[src/rtl/sec_trim_pkg.sv]
// Shared types for the second trim adjuster.
// Assumes a two-bit direction code; only the two upper codes act.
package sec_trim_pkg;
    typedef enum logic [1:0] {
        DIR_NONE_A  = 2'd0,
        DIR_NONE_B  = 2'd1,
        DIR_SWALLOW = 2'd2,
        DIR_INSERT  = 2'd3
    } trim_dir_e;

    localparam int unsigned DIR_W   = 2;
    localparam int unsigned SPARE_W = 2;
endpackage

[src/rtl/sec_trim_cfg.sv]
// Configuration holder: stores the trim word on a write and decodes it
// into interval, direction and an "active" flag.
// Assumes the layout: interval in low MATCH_W bits, then direction,
// then two spare bits, then the enable bit at the top.
module sec_trim_cfg
    import sec_trim_pkg::*;
#(
    parameter int unsigned MATCH_W = 19,
    localparam int unsigned CFG_W  = MATCH_W + DIR_W + SPARE_W + 1,
    localparam int unsigned DIR_LSB = MATCH_W,
    localparam int unsigned EN_BIT  = CFG_W - 1
) (
    input  logic               clk,
    input  logic               rst_n,
    input  logic               wr,
    input  logic [CFG_W-1:0]   wdata,
    output logic [MATCH_W-1:0] match,
    output trim_dir_e          dir,
    output logic               active
);
    logic [MATCH_W-1:0] match_q;
    logic [DIR_W-1:0]   dir_q;
    logic               en_q;

    // Capture the fields of the configuration word on a write.
    always_ff @(posedge clk) begin
        if (!rst_n) begin
            match_q <= '0;
            dir_q   <= '0;
            en_q    <= 1'b0;
        end else if (wr) begin
            match_q <= wdata[MATCH_W-1:0];
            dir_q   <= wdata[DIR_LSB +: DIR_W];
            en_q    <= wdata[EN_BIT];
        end
    end

    // Decode: correction acts only when enabled with an acting direction code.
    always_comb begin
        match  = match_q;
        dir    = trim_dir_e'(dir_q);
        active = en_q && (dir == DIR_SWALLOW || dir == DIR_INSERT);
    end
endmodule

[src/rtl/sec_trim_interval.sv]
// Interval counter: counts the ticks seen while the correction is active
// and flags the tick that closes each window of match+1 ticks.
// Assumes a write clears the count; a tick in the write cycle is not counted.
module sec_trim_interval #(
    parameter int unsigned MATCH_W = 19
) (
    input  logic               clk,
    input  logic               rst_n,
    input  logic               tick,
    input  logic               clear,
    input  logic               active,
    input  logic [MATCH_W-1:0] match,
    output logic               hit
);
    logic [MATCH_W-1:0] cnt_q;

    // Flag the tick that closes the current window.
    always_comb begin
        hit = tick && active && !clear && (cnt_q == match);
    end

    // Advance the window count, wrapping to zero after each event.
    always_ff @(posedge clk) begin
        if (!rst_n || clear || !active) begin
            cnt_q <= '0;
        end else if (tick) begin
            cnt_q <= hit ? '0 : cnt_q + 1'b1;
        end
    end

    // the count never passes the programmed interval
    a_r10_cnt_bound: assert property (@(posedge clk) disable iff (!rst_n)
        active |-> (cnt_q <= match));

    // with no acting correction the count rests at zero
    a_r3_idle_zero: assert property (@(posedge clk) disable iff (!rst_n)
        !active |-> (cnt_q == '0));

    // the cycle after a write starts from an empty window
    a_r7_clear_on_write: assert property (@(posedge clk) disable iff (!rst_n)
        clear |=> (cnt_q == '0));
endmodule

[src/rtl/sec_trim_out.sv]
// Output stage: turns a tick into a registered advance strobe and amount
// for the seconds counter.
// Assumes the hit flag is only high together with a tick.
module sec_trim_out (
    input  logic       clk,
    input  logic       rst_n,
    input  logic       tick,
    input  logic       hit,
    input  logic       insert,
    output logic       adv_strobe,
    output logic [1:0] adv_amt
);
    // Register the advance: 1 normally, 2 on insert, none on swallow.
    always_ff @(posedge clk) begin
        if (!rst_n) begin
            adv_strobe <= 1'b0;
            adv_amt    <= 2'd0;
        end else if (!tick) begin
            adv_strobe <= 1'b0;
            adv_amt    <= 2'd0;
        end else if (hit) begin
            adv_strobe <= insert;
            adv_amt    <= insert ? 2'd2 : 2'd0;
        end else begin
            adv_strobe <= 1'b1;
            adv_amt    <= 2'd1;
        end
    end

    // a strobe always follows a tick in the previous cycle
    a_r9_strobe_after_tick: assert property (@(posedge clk) disable iff (!rst_n)
        adv_strobe |-> $past(tick));

    // the amount is zero whenever no strobe is given
    a_r9_amt_zero_idle: assert property (@(posedge clk) disable iff (!rst_n)
        !adv_strobe |-> (adv_amt == 2'd0));

    // a swallow event produces no advance
    a_r5_swallow_blocks: assert property (@(posedge clk) disable iff (!rst_n)
        (tick && hit && !insert) |=> !adv_strobe);
endmodule

[src/rtl/sec_trim_adjust.sv]
// Top of the second trim adjuster: holds the trim word, counts correction
// windows and shapes the advance handed to the seconds counter.
// Assumes sec_tick is a single-cycle pulse in the clk domain.
module sec_trim_adjust
    import sec_trim_pkg::*;
#(
    parameter int unsigned MATCH_W = 19,
    localparam int unsigned CFG_W  = MATCH_W + DIR_W + SPARE_W + 1
) (
    input  logic             clk,
    input  logic             rst_n,
    input  logic             sec_tick,
    input  logic             cfg_wr,
    input  logic [CFG_W-1:0] cfg_wdata,
    output logic             adv_strobe,
    output logic [1:0]       adv_amt
);
    logic [MATCH_W-1:0] match;
    trim_dir_e          dir;
    logic               active;
    logic               hit;
    logic               insert;

    sec_trim_cfg #(.MATCH_W(MATCH_W)) u_cfg (
        .clk    (clk),
        .rst_n  (rst_n),
        .wr     (cfg_wr),
        .wdata  (cfg_wdata),
        .match  (match),
        .dir    (dir),
        .active (active)
    );

    sec_trim_interval #(.MATCH_W(MATCH_W)) u_interval (
        .clk    (clk),
        .rst_n  (rst_n),
        .tick   (sec_tick),
        .clear  (cfg_wr),
        .active (active),
        .match  (match),
        .hit    (hit)
    );

    // Select the direction of an event.
    always_comb begin
        insert = (dir == DIR_INSERT);
    end

    sec_trim_out u_out (
        .clk        (clk),
        .rst_n      (rst_n),
        .tick       (sec_tick),
        .hit        (hit),
        .insert     (insert),
        .adv_strobe (adv_strobe),
        .adv_amt    (adv_amt)
    );

    // with no acting correction a tick passes as a single advance
    a_r2_pass_through: assert property (@(posedge clk) disable iff (!rst_n)
        (sec_tick && !active) |=> (adv_strobe && adv_amt == 2'd1));

    // a tick in a write cycle passes unadjusted
    a_r7_write_tick: assert property (@(posedge clk) disable iff (!rst_n)
        (sec_tick && cfg_wr) |=> (adv_strobe && adv_amt == 2'd1));
endmodule

[config.mk]
export PLATFORM = sky130hd
export DESIGN_NAME = sec_trim_adjust
export DESIGN_NICKNAME = d
export VERILOG_FILES = /design/src/rtl/sec_trim_pkg.sv /design/src/rtl/sec_trim_cfg.sv /design/src/rtl/sec_trim_interval.sv /design/src/rtl/sec_trim_out.sv /design/src/rtl/sec_trim_adjust.sv
export SDC_FILE = /design/constraint.sdc
export NUM_CORES = 1
export LEC_CHECK = 0
export BUFFER_PORTS_ARGS = -buffer_cell sky130_fd_sc_hd__buf_2
export CORE_MARGIN = 1
export CORE_UTILIZATION = 40
export DETAILED_ROUTE_END_ITERATION = 16
export GPL_TIMING_DRIVEN = 0
export MAX_ROUTING_LAYER = met4
export SYNTH_ARGS = -nofsm -noshare
export SYNTH_HDL_FRONTEND = slang
export SYNTH_HIERARCHICAL = 1
export SYNTH_SLANG_ARGS = --single-unit
[constraint.sdc]
create_clock -name clk -period 5.2 [get_ports clk]
set_input_delay 0.52 -clock clk [delete_from_list [all_inputs] [get_ports clk]]
set_output_delay 0.52 -clock clk [all_outputs]
set_load 0.02 [all_outputs]
**After elaboration in Yosys (flattened, before gate mapping)**

Cells that the tools add are included.

- Flip-flop bits (word level): 44
- Output and inout bits: 3
- Memories: 0
- Latch bits: 0
- Word-level logic and storage cells: 27
- Memory bits (read-only): 0
- Bits in writable memories: 0
- Input bits: 28

- Equal/unequal tests: 3
- Multiplexer cells: 4
- Multipliers: 0
- Shift operators: 0
- Divide/modulo/power cells: 0
- $lt $le $gt $ge: 0
- Bitwise logic cells: 0
- Add/subtract/negate cells: 1
- Reduce and logical (&&, ||, !) cells: 12

Operators with widths:

| operator | count |
|---|---|
| 19-bit by 1-bit adder with 19-bit output, second input constant | 1 |
| 19-bit equality test | 1 |
| 19-bit 2-to-1 mux | 1 |
| 2-bit equality test, second input constant | 2 |
| 1-bit logical AND | 4 |
| 1-bit zero test | 3 |
| 1-bit logical OR | 3 |
| 3-bit AND reduction | 1 |
| 1-bit 2-to-1 mux | 2 |
| 2-bit 2-to-1 mux | 1 |
| 2-bit AND reduction | 1 |

**Logic depth before layout (Yosys ltp)**

- Depth in word-level cells: 7
- Depth in mapped cells: 7
- Gate-level depth less buffers: 6

**Hierarchy**

The synthesis kept the hierarchy.

By module, submodules not included:

| module | seq. area each (µm²) | cells each | area an instance (µm²) | times used |
|---|---|---|---|---|
| sec_trim_interval | 380.4 | 118 | 1039.7 | 1 |
| sec_trim_cfg | 440.4 | 72 | 863.3 | 1 |
| sec_trim_out | 60.1 | 9 | 83.8 | 1 |
| sec_trim_adjust | 0.0 | 1 | 6.3 | 1 |

**Worst setup path before layout**

OpenSTA, ideal clock, no wires.

- Kind: input to register
- Start: input sec_tick
- End: register u_interval.cnt_q[13]
- Required time: 5086 ps
- Buffers on the path: 1
- Path slack: 3436 ps
- Arrival time: 1650 ps
- Setup time: 114 ps
- Stages: 6
- Cells stage by stage: clkbuf_2 nand4_1 nor4_1 nand4_1 xor2_1 nor2_1

- Cells in the longest elaborated chain, start to end: 4

Ends and longest elaborated chain:

| what | line | text |
|---|---|---|
| from (decl) | sec_trim_adjust.sv:12 | `input logic sec_tick,` |
| 1-bit logical AND (3 in a row) | sec_trim_interval.sv:19 | `hit = tick && active && !clear && (cnt_q == match);` |
| 19-bit 2-to-1 mux | sec_trim_interval.sv:27 | `cnt_q <= hit ? '0 : cnt_q + 1'b1;` |
| to (signal assigned) | sec_trim_interval.sv:27 |  |
| to (decl) | sec_trim_interval.sv:15 | `logic [MATCH_W-1:0] cnt_q;` |

Several ways; a longest one is shown, not always the timed one.
A chain may end at the register's enable or synchronous reset.

**Worst setup path in the final report**

- Start: register u_interval.cnt_q[12]
- End: register u_interval.cnt_q[10]

- Cells in the longest elaborated chain, start to end: 3

Ends and longest elaborated chain:

| what | line |
|---|---|
| 19-bit equality test | sec_trim_interval.sv:19 |
| 1-bit logical AND | sec_trim_interval.sv:19 |
| 19-bit 2-to-1 mux | sec_trim_interval.sv:27 |

No other way between the ends.

==> results.yml <==
placement:
  dpl.cell_count: 295
  gp_congestion: 0.7416
  portBuffers: 28
  dp_hpwl_mm: 2.699
pwr:
  power_frac_clock_pct: 35.2
  p_seq_share_pct: 56.1
  peakVddDrop_uv: 168.1
  internal_power_uw: 484.2
  combPwrFrac_pct: 8.7
  swShare_pct: 23.56
  p_switching_uw: 149.2
  p_leak_uw: 0.0009715
  power.density_nw_per_um2: 274.2
critical_path:
  cp-start-kind: "flop"
  worstSetupPathType: "reg2reg"
  crit_arrival_ns: 2.28
  crit_fanout: 10
  path_cells: "xor2_1 > nor4_1 > nand3_1 > o311ai_4 > buf_6 > nor2_1"
  worst_path_largest_cell_delay_ns: 0.51
  rr_endpoint: "u_interval/cnt_q[10]"
  end_kind: "flop"
  critPathSlowestCell: "o311ai_4"
  worst_r2r_path_depth: 6
  required_ns: 5.40
  r2r_slack_ns: 3.12
  timing.rr.start: "u_interval/cnt_q[12]"
run:
  maxCapViolCount: 0
logic_synthesis:
  synth_top_area_cell: "dfxtp_1"
  syn_area_per_cell_um2: 9.966
  syn_nets: 229
  ys_seq_elements: 44
  yosysSeqAreaShare_pct: 44.19
  ys_top_cells_by_area: "dfxtp_1, mux2i_1, xor2_1, nor2b_1, xnor2_1"
  yosys-top-cells-count: "dfxtp_1, nor2_1, xor2_1"
  synth_top_area_share_pct: 44.19
  synth_edf_count: 0
  yosys_warnings: 6
  yosys_most_used_dff: "dfxtp_1"
  synth.most_common_cell: "dfxtp_1"
  synthCells: 200
  yosysUniqueCellTypes: 21
  synthArstFlopShare_pct: 0
  netlist_area_um2: 1993
clock_network:
  cts_tree: "yes"
  cts_root_buf: "clkbuf_8"
  post-cts-setup-buffers: 0
  htree_levels: 2
  cts_hold_buf: 0
  numCtsBuffers: 5
  clkLatencyLatePin_ns: 0.30
  cts-resized-gates: 0
  clockBufferDepth: 2
  clkTransAtPathRegs_ns: 0.08
  cts.sinks: 44
status:
  status: "complete, no violations"
timing:
  rsz0062_at_grt: "false"
  tns_ns: 0
  fin_crit_sh_pct: 40.06
  drv_slew: 0
  finalHoldViolCount: 0
  tightest_slew_ns: 0.7177
  final-setup-viol-count: 0
  period_minus_slack_ns: 2.083
  slew_headroom_pct: 51.71
  max_freq_ghz: 0.4800
  clock_skew_ns: 0.004615
  hold_ws_ns: 0.4737
grt:
  grt_max_degree: 14
  grt_pass1_wl_mm: 5.934
  track_usage_pct: 15.86
  grt_pass1_vias: 1257
  gr-total-overflow: 0
  antenna_found_initial: 0
die:
  initial_core_util_pct: 41.92
  design.core.area_um2: 4755
  die_y_um: 72.59
  die_area_um2: 5269
  die_w_um: 72.59
  num_rows: 25
  io_pins: 31
drt:
  drtPass1Iterations: 4
  antenna_left: 0
  drcViolationCount: 0
  drt_iter0_drc: 46
  wirelength_mm: 3.636
  routed-via-count: 1376
  wl_per_cell_um: 12.00
  via_per_inst: 4.541
final_layout:
  final_core_util_pct: 48.58
  final_nets: 264
  layout-drive-gt1-share_pct: 18.22
  layout.cells.non_filler: 303
  area_growth_pct: 15.88
  antennaDiodeCount: 0
hold_path:
  min_path_type: "in2reg"
  holdCritStartpoint: "cfg_wdata[5]"
  whs_endpoint: "u_cfg/match[5]"
  min_delay_path_depth: 3
==> metrics by stage <==
step	worst slack [ns]	instance area, um2	total power (uW)
global route	3.004	2310	657.5
detailed placement	3.001	2217	419.1
finish	3.117	2310	633.4
global placement	2.979	2217	418.4
CTS	3.181	2310	640.7
floorplan	3.436	1993	399.5
==> state kept, by name, indices dropped and copies added (netlist names) <==
signal / flops
u_cfg/en_q: 1
u_out/adv_strobe: 1
u_out/adv_amt: 2
u_interval/cnt_q: 19
u_cfg/dir: 2
u_cfg/match: 19
==> routing by layer <==
layer | global-route usage [%] | up-vias | share of wire (%)
met2 | 22.53 | 25 | 42
met1 | 20.68 | 615 | 52
met4 | 8.497 | 0 | 2.3
met3 | 4.006 | 7 | 3.5
met5 | - | - | 0
li1 | - | 729 | -
==> power groups by stage <==
stage | Sequential (uW) | Clock (uW) | Combinational, uW
after CTS | 356 | 229 | 55.8
after detailed placement | 364 | 0 | 55.5
after global routing | 357 | 240 | 60.5
final | 355 | 223 | 55.1
after floorplan | 362 | 0 | 37.7
after global placement | 363 | 0 | 55.0
==> area by class of cell <==
type	count	area, um2
Fill cell	492	2445
Clock buffer	6	82.58
Clock inverter	2	10.01
Inverter	4	15.01
Tap cell	67	83.83
Sequential cell	44	880.8
Multi-Input combinational cell	144	1011
Buffer	8	86.33
Timing Repair Buffer	28	140.1
==> cells in the final DEF, fill, tap and decap left out <==
| master | synthesis | layout |
|---|---|---|
| and2_1 | 2 | 2 |
| xor2_1 | 24 | 24 |
| nand2_1 | 9 | 9 |
| buf_12 | 2 | 2 |
| nor3_1 | 2 | 2 |
| nor4_1 | 6 | 6 |
| clkbuf_8 | 0 | 6 |
| clkbuf_1 | 2 | 2 |
| o311ai_4 | 1 | 1 |
| buf_2 | 0 | 28 |
| dfxtp_1 | 44 | 44 |
| buf_6 | 3 | 3 |
| nand3_1 | 3 | 3 |
| xnor2_1 | 13 | 13 |
| ha_1 | 1 | 1 |
| nand4_1 | 9 | 9 |
| nor2_1 | 26 | 26 |
| a21oi_1 | 1 | 1 |
| clkinv_2 | 0 | 2 |
| nor2b_1 | 23 | 23 |
| inv_1 | 4 | 4 |
| mux2i_1 | 23 | 23 |
| clkbuf_2 | 1 | 1 |
| and3_1 | 1 | 1 |
==> worst max path at each step <==
stage,start,endpoint,slack [ns],depth (start not counted)
2_1_floorplan,sec_tick,u_interval/cnt_q[13],3.44,6
3_3_place_gp,sec_tick,u_interval/cnt_q[13],2.98,7
3_5_place_dp,sec_tick,u_interval/cnt_q[13],3.00,7
4_1_cts,u_interval/cnt_q[12],u_interval/cnt_q[0],3.18,6
5_1_grt,u_interval/cnt_q[12],u_interval/cnt_q[10],3.00,6
6_report,u_interval/cnt_q[12],u_interval/cnt_q[10],3.12,6
==> critical path, delay by kind of cell (launching register included) <==
family	cells	cell delay [ns]
buffers and inverters	1	0.22
flip-flops	1	0.36
XOR/XNOR	1	0.17
AND/OR/NAND/NOR	3	0.72
AO/OA/AOI/OAI	1	0.51
==> logic make-up after synthesis <==
logic type / Yosys count / synth area share (%)
AND/OR/NAND/NOR: 81 / 20.72
flip-flops: 44 / 44.19
XOR/XNOR: 37 / 16.26
multiplexers: 23 / 11.55
buffers and inverters: 12 / 5.084
AO/OA/AOI/OAI: 2 / 1.569
adder cells (fa/ha/maj): 1 / 0.6276
No activity file was read; power rests on OpenSTA's default activity.
